<file path="config.mk">
export PLATFORM = sky130hd
export DESIGN_NAME = frame_uart_server
export DESIGN_NICKNAME = d
export VERILOG_FILES = /design/src/rtl/frame_uart_pkg.sv /design/src/rtl/frame_scan_ctr.sv /design/src/rtl/pix_byte_sel.sv /design/src/rtl/frame_uart_server.sv
export SDC_FILE = /design/constraint.sdc
export NUM_CORES = 1
export LEC_CHECK = 0
export BUFFER_PORTS_ARGS = -buffer_cell sky130_fd_sc_hd__clkbuf_2
export CORE_UTILIZATION = 57
export DETAILED_ROUTE_END_ITERATION = 8
export GPL_TIMING_DRIVEN = 0
export PLACE_DENSITY = 0.82
export SLEW_MARGIN = 20
export SYNTH_ARGS = -nofsm -noshare
export SYNTH_HDL_FRONTEND = slang
export SYNTH_SLANG_ARGS = --single-unit
</file>
<file path="constraint.sdc">
create_clock -name clk -period 3.9 [get_ports clk]
set_clock_uncertainty 0.2 [all_clocks]
set_input_delay 0.78 -clock clk [delete_from_list [all_inputs] [get_ports clk]]
set_output_delay 0.78 -clock clk [all_outputs]
set_load 0.01 [all_outputs]
</file>
<file path="src/rtl/frame_uart_pkg.sv">
// Shared types and the pixel repacking rule for the frame readout server.
package frame_uart_pkg;

    typedef enum logic [2:0] {
        ST_IDLE,
        ST_REQ,
        ST_WAIT,
        ST_HI,
        ST_LO
    } srv_state_t;

    // Reduce an RGB565 pixel to RGB332 by keeping the top bits of each colour.
    function automatic logic [7:0] to_rgb332(input logic [15:0] p);
        return {p[15:13], p[10:8], p[4:3]};
    endfunction

endpackage

</file>
<file path="src/rtl/frame_scan_ctr.sv">
// Walks the frame in row-major order with a stride of 2^shift in both
// directions and presents the linear address of the current pixel.
// Assumes W and H are multiples of 4 and that shift stays at most 2.
module frame_scan_ctr #(
    parameter int W      = 640,
    parameter int H      = 480,
    parameter int ADDR_W = 19
) (
    input  logic              clk,
    input  logic              rst_n,
    input  logic              restart,
    input  logic              advance,
    input  logic [1:0]        shift,
    output logic [ADDR_W-1:0] addr,
    output logic              last
);
    localparam int CW  = $clog2(W);
    localparam int RW  = $clog2(H);
    localparam int CW1 = CW + 1;
    localparam int RW1 = RW + 1;

    logic [CW:0] col, col_nx;
    logic [RW:0] row, row_nx;
    logic [2:0]  step;
    logic        col_wrap;

    // Next position and end-of-row / end-of-frame detection.
    always_comb begin
        step     = 3'd1 << shift;
        col_nx   = col + CW1'(step);
        row_nx   = row + RW1'(step);
        col_wrap = col_nx >= CW1'(W);
        last     = col_wrap && (row_nx >= RW1'(H));
        addr     = ADDR_W'(row) * ADDR_W'(W) + ADDR_W'(col);
    end

    // Position register: cleared on restart, stepped on advance.
    always_ff @(posedge clk) begin
        if (!rst_n || restart) begin
            col <= '0;
            row <= '0;
        end else if (advance) begin
            if (col_wrap) begin
                col <= '0;
                row <= row_nx;
            end else begin
                col <= col_nx;
            end
        end
    end
endmodule

</file>
<file path="src/rtl/pix_byte_sel.sv">
// Holds the fetched pixel and selects the byte to transmit: high byte,
// low byte, or the RGB332 reduction when the compact format is chosen.
module pix_byte_sel (
    input  logic        clk,
    input  logic        rst_n,
    input  logic        load,
    input  logic [15:0] pix_in,
    input  logic        fmt332,
    input  logic        low_sel,
    output logic [7:0]  byte_out
);
    import frame_uart_pkg::*;

    logic [15:0] pix_q;

    // Capture the pixel when the arbiter returns it.
    always_ff @(posedge clk) begin
        if (!rst_n)    pix_q <= '0;
        else if (load) pix_q <= pix_in;
    end

    // Byte selection for the current transmit slot.
    always_comb begin
        if (!low_sel)    byte_out = pix_q[15:8];
        else if (fmt332) byte_out = to_rgb332(pix_q);
        else             byte_out = pix_q[7:0];
    end
endmodule

</file>
<file path="src/rtl/frame_uart_server.sv">
// Frame readout server: a host strobe starts a dump of the stored frame,
// one read outstanding at a time, bytes paced by the transmitter.
// Assumes rd_dvalid arrives at least one cycle after rd_ack.
module frame_uart_server #(
    parameter int FRAME_W = 640,
    parameter int FRAME_H = 480,
    parameter int ADDR_W  = $clog2(FRAME_W * FRAME_H)
) (
    input  logic              clk,
    input  logic              rst_n,
    input  logic              host_rx_valid,
    input  logic [1:0]        cfg_scale,
    input  logic              cfg_fmt332,
    output logic              rd_req,
    output logic [ADDR_W-1:0] rd_addr,
    input  logic              rd_ack,
    input  logic              rd_dvalid,
    input  logic [15:0]       rd_data,
    output logic              tx_valid,
    output logic [7:0]        tx_byte,
    input  logic              tx_ready
);
    import frame_uart_pkg::*;

    srv_state_t state;
    logic [1:0] shift_q;
    logic       fmt_q;
    logic       restart, advance, last, load;

    // Decode of the walk controls from the state.
    always_comb begin
        restart  = (state == ST_IDLE) && host_rx_valid;
        advance  = (state == ST_LO) && tx_ready && !last;
        load     = (state == ST_WAIT) && rd_dvalid;
        rd_req   = (state == ST_REQ);
        tx_valid = (state == ST_HI) || (state == ST_LO);
    end

    // Dump sequencer: request, wait for data, send byte(s), repeat.
    always_ff @(posedge clk) begin
        if (!rst_n) begin
            state   <= ST_IDLE;
            shift_q <= '0;
            fmt_q   <= 1'b0;
        end else begin
            case (state)
                ST_IDLE: if (host_rx_valid) begin
                    shift_q <= (cfg_scale == 2'd3) ? 2'd2 : cfg_scale;
                    fmt_q   <= cfg_fmt332;
                    state   <= ST_REQ;
                end
                ST_REQ:  if (rd_ack)    state <= ST_WAIT;
                ST_WAIT: if (rd_dvalid) state <= fmt_q ? ST_LO : ST_HI;
                ST_HI:   if (tx_ready)  state <= ST_LO;
                ST_LO:   if (tx_ready)  state <= last ? ST_IDLE : ST_REQ;
                default: state <= ST_IDLE;
            endcase
        end
    end

    frame_scan_ctr #(
        .W(FRAME_W), .H(FRAME_H), .ADDR_W(ADDR_W)
    ) scan_i (
        .clk(clk), .rst_n(rst_n), .restart(restart), .advance(advance),
        .shift(shift_q), .addr(rd_addr), .last(last)
    );

    pix_byte_sel sel_i (
        .clk(clk), .rst_n(rst_n), .load(load), .pix_in(rd_data),
        .fmt332(fmt_q), .low_sel(state == ST_LO), .byte_out(tx_byte)
    );
endmodule

</file>
# Word-level counts from Yosys, hierarchy flattened
# Cells that the tools add are included.
[op_classes] add_sub_neg=3 mul=1 order_cmp=2 eq_ne=10 n_shift=1 n_mux=12 reduce_logical=13
[ops] operator="adder 19 x 11 -> 19 bit" n=1
[ops] operator="two-way mux 3 bit" n=6
[ops] operator="two-way mux 8 bit" n=2
[ops] operator="case mux 3 bit (5 select lines)" n=1
[ops] operator="multiplier 10 x 3 -> 12 bit (second input constant)" n=1
[ops] operator="adder 11 x 3 -> 11 bit" n=1
[ops] operator=">= comparator 11 x 10 -> 1 bit (second input constant)" n=1
[ops] operator="two-way mux 11 bit" n=1
[ops] operator="adder 10 x 3 -> 10 bit" n=1
[ops] operator=">= comparator 10 x 9 -> 1 bit (second input constant)" n=1
[ops] operator="inequality test 2 bit (second input constant)" n=4
[ops] operator="equality test 3 x 2 -> 1 bit (second input constant)" n=2
[ops] operator="logical AND 1 bit" n=5
[ops] operator="AND reduction 5 bit" n=1
[ops] operator="AND reduction 2 bit" n=2
[ops] operator="equality test 3 x 1 -> 1 bit (second input constant)" n=1
[ops] operator="equality test 3 bit (second input constant)" n=1
[ops] operator="zero test 3 bit" n=1
[ops] operator="left shift 1 x 2 -> 3 bit (first input constant)" n=1
[ops] operator="equality test 2 bit (second input constant)" n=1
[ops] operator="zero test 1 bit" n=2
[ops] operator="logical OR 1 bit" n=2
[ops] operator="two-way mux 2 bit" n=1
[ops] operator="inequality test 2 x 1 -> 1 bit (second input constant)" n=1
[ops] operator="two-way mux 1 bit" n=1
[word_totals] reg_bits=43 wordCells=48

# Longest topological paths before layout
[depth] ltp_word=7 ltp_mapped=11 ltp_nobuf=11

# Cells and area by module
# From an unflattened synthesis, not the netlist that was laid out.
[unflattened] hier_cells=380 area_unflattened_um2=3334.4
[modules_own_cells] mod="frame_scan_ctr" n_inst=1 cells_per_inst=261 area_per_inst_um2=2150.8 seq_area_each_um2=420.4
[modules_own_cells] mod="pix_byte_sel" n_inst=1 cells_per_inst=72 area_per_inst_um2=769.5 seq_area_each_um2=320.3
[modules_own_cells] mod="frame_uart_server" n_inst=1 cells_per_inst=47 area_per_inst_um2=414.1 seq_area_each_um2=120.1

# Least setup slack after synthesis
# OpenSTA, ideal clock, no wires.
[synth_path] kind="flip-flop to output port" start="register scan_i.row[1]" end="output rd_addr[18]" t_arrival_ns=2.574 setup_slack_ns=0.346 path_stages_with_launch=12 n_path_buf=0 path_cell_list="dfxtp_1 -> ha_1 -> ha_1 -> inv_1 -> fa_1 -> nor2b_1 -> o21ai_0 -> a21boi_0 -> o21ai_0 -> a21boi_0 -> nand4_1 -> xnor2_1"
[synth_via] elab_chain_len=2
[synth_rtl] item="start: declaration" line="frame_scan_ctr.sv:23" text="logic [RW:0] row, row_nx;"
[synth_rtl] item="start signal: assignment" line="frame_scan_ctr.sv:45" text="row <= row_nx;"
[synth_rtl] item="multiplier 10 x 3 -> 12 bit" line="frame_scan_ctr.sv:34" text="addr = ADDR_W'(row) * ADDR_W'(W) + ADDR_W'(col);"
[synth_rtl] item="adder 19 x 11 -> 19 bit" line="frame_scan_ctr.sv:34"
[synth_rtl] item="end: declaration" line="frame_uart_server.sv:15" text="output logic [ADDR_W-1:0] rd_addr,"
# Every way passes these cells.

# Worst setup path in the final report
[layout_path] start="register scan_i.row[3]" end="output rd_addr[17]"
# Same word-level chain as after synthesis.

==> impl_metrics.toml <==
[flow_run]
cap_violations = 0

[clock_network]
clkLatencyLatePin_ns = 0.31
clk_path_buf_depth = 2
cts.htree.levels = 2
clk_pin_slew_ns = 0.08
cts_root_buffer = "clkbuf_8"
cts_sinks = 43
postCtsHoldBufs = 0
cts_tree = "done"
cts_inserted_buffers = 5

[place]
portBuffers = 53
placed_cells = 528
dpl_cell_area_um2 = 3630
place_hpwl_um = 5550
globalplace.congestion = 0.869

[timing]
fin_crit_sh = 0.964
slew_headroom = 0.321
finalHoldViolations = 0
timing.hold.ws_ns = 0.262
drv_slew = 0
tns_ns = 0
tightestPinTransition_ns = 1.00
fin_crit_ns = 3.76
finalSetupViolations = 0
fmax_mhz = 266

[pwr]
power_frac_comb = 0.261
power_density_nw_per_um2 = 302
p_leak_nw = 1.61
p_seq_frac = 0.423
finalPower_w = 0.00116
p_switching_w = 0.000365
ir_drop_v = 0.000222
netSwitchingFraction = 0.316
internal_power_w = 0.000791
clkPwrFrac = 0.316

[setup_path]
critPathLaunch = "scan_i.row[3]"
critPathKind = "reg -> out"
cp_data_required_time_ns = 2.92
end_kind = "primary output"
r2r-end = "scan_i.col[9]"
reg2reg_depth = 11
r2r-start = "shift_q[0]"
regToRegSetupSlack_ns = 0.60
endpoint = "rd_addr[17]"
cp_max_fo = 6
start_kind = "register"
cp.arrival_ns = 2.78

[floorplan]
dieArea_um2 = 6050
die_h_um = 77.8
pin_count = 54
core_region_area_um2 = 5510
start_util = 0.595
die_x_um = 77.8
placementRows = 27

[routing]
drtIter0Drc = 183
viasPerCell = 5.77
vias = 3123
drc = 0
routedWlPerCell_um = 14.3
antenna_left = 0
dr.pass1.iters = 5
wirelength_um = 7730

[global_routing]
grt_pass1_vias = 2919
grt_pass1_wl_um = 12700
grt_remaining_overflow = 0
grt_start_max_net_pins = 14
track_usage = 0.263
antenna_found_initial = 0

[logic_synthesis]
yosysMostFrequentCell = "nand2_1"
synth-seq-cells = 43
syn_inst = 403
ys_types = 60
yosys-top-cells-area = "dfxtp_1 26%, ha_1 9.6%, nand2_1 7.7%"
avgSynthCellArea_um2 = 8.13
synth_nets = 455
ys_async_sr_fraction = 0
yosysTopAreaCellShare = 0.263
yosysTopAreaCell = "dfxtp_1"
synth_edf_count = 0
synth_area_um2 = 3270
yosys_warnings = 0
ys.flop_type = "dfxtp_1"
ys_seq_area_frac = 0.263
synth_common_cells = "67 x nand2_1, 43 x dfxtp_1, 25 x ha_1"

[min_path]
hold_path.class = "reg -> reg"

[finish]
diodes = 0
finalInstanceArea_um2 = 3830
fin_nets = 520
drive_above_1_share = 0.230
instances_no_fill = 541
area_delta_synth_final_pct = 17.1

[outcome]
status = "completed"
area by class of cell:
class,instances,area [um2]
plain buffers,24,121
clock buffers,6,82.6
clock inverters,2,35.0
fillers,447,1670
inverters,10,37.5
multi-input cells,326,2290
flip-flops and latches,43,870
well taps,72,90.1
repair buffers,58,303
power groups by stage:
stage | Clock [W] | Combinational, W | Sequential (W)
after floorplan | 0 | 0.000217 | 0.000493
after global placement | 0 | 0.000286 | 0.000499
after detailed placement | 0 | 0.000296 | 0.000500
after CTS | 0.000368 | 0.000298 | 0.000489
after global routing | 0.000396 | 0.000333 | 0.000493
final | 0.000365 | 0.000302 | 0.000489
critical path, stage by stage (launching register included):
cell and delay (ns):
dfxtp_2 0.36, ha_1 0.28, ha_2 0.18, inv_2 0.04, fa_2 0.37, nor2b_1 0.18, o21ai_2 0.10, nand3b_1 0.10
nor2b_1 0.20, and3_1 0.22, nand3_1 0.11, xnor2_1 0.18, clkbuf_2 0.16
cells by family (layout without fill, tap and decap cells):
family	after synthesis	in the layout	share of synthesized area
and+or+nand+nor	162	162	0.250
buffers and inverters	34	100	0.0485
AOI/OAI and AO/OA	99	99	0.221
muxes	18	18	0.0566
xor gates and xnor gates	20	20	0.0535
DFF	43	43	0.263
adders and majority gates	27	27	0.108
layer usage:
metal	wire length, um	track usage	part of all wire	vias up
met5	0	0	0	-
met4	231	0.136	0.030	0
met3	420	0.0671	0.054	22
met2	3770	0.461	0.49	105
met1	3310	0.290	0.43	1423
li1	-	-	-	1573
registers in the layout, summed over array words and instances, names as in the netlist:
register and count:
fmt_q 1, scan_i.col 11, scan_i.row 10, sel_i.pix_q 16, shift_q 2, state 3
stage by stage:
step / setup slack, ns / util
after floorplan: 0.346 / -
after global placement: 0.0880 / 0.659
after detailed placement: 0.0155 / 0.659
after CTS: 0.0220 / 0.681
after global routing: -0.0296 / 0.696
final: 0.142 / 0.696
worst min-delay path by stage:
| stage | startpoint | to | depth (start not counted) |
|---|---|---|---|
| after global placement | sel_i.pix_q[0] | sel_i.pix_q[0] | 2 |
| after global routing | sel_i.pix_q[12] | sel_i.pix_q[12] | 2 |
| after floorplan | sel_i.pix_q[5] | sel_i.pix_q[5] | 2 |
| after detailed placement | sel_i.pix_q[6] | sel_i.pix_q[6] | 2 |
| after CTS | sel_i.pix_q[6] | sel_i.pix_q[6] | 2 |
| final | sel_i.pix_q[14] | sel_i.pix_q[14] | 2 |
cell usage in the layout, fill, tap and decap left out, types with 8 or more instances in the layout:
master / netlist / routed
inv_1: 9 / 8
nand2b_1: 12 / 12
o21ai_0: 13 / 11
nor2_1: 19 / 18
clkbuf_1: 15 / 15
o211ai_1: 10 / 10
dfxtp_1: 43 / 38
clkbuf_2: 0 / 52
a21oi_1: 19 / 18
nand3_1: 12 / 12
ha_1: 25 / 24
nand2_1: 67 / 67
buf_4: 8 / 13
a21boi_0: 20 / 18
mux2i_1: 14 / 14
xnor2_1: 13 / 13
repair_timing:
item	in CTS	in global routing
resized for setup	4	18
endpoints found under the setup margin	3	4
pin swaps	0	8
endpoints found under the hold margin	0	0
setup buffers	0	5
cloned	0	0
Note: power is estimated with default switching activity, not from simulation.
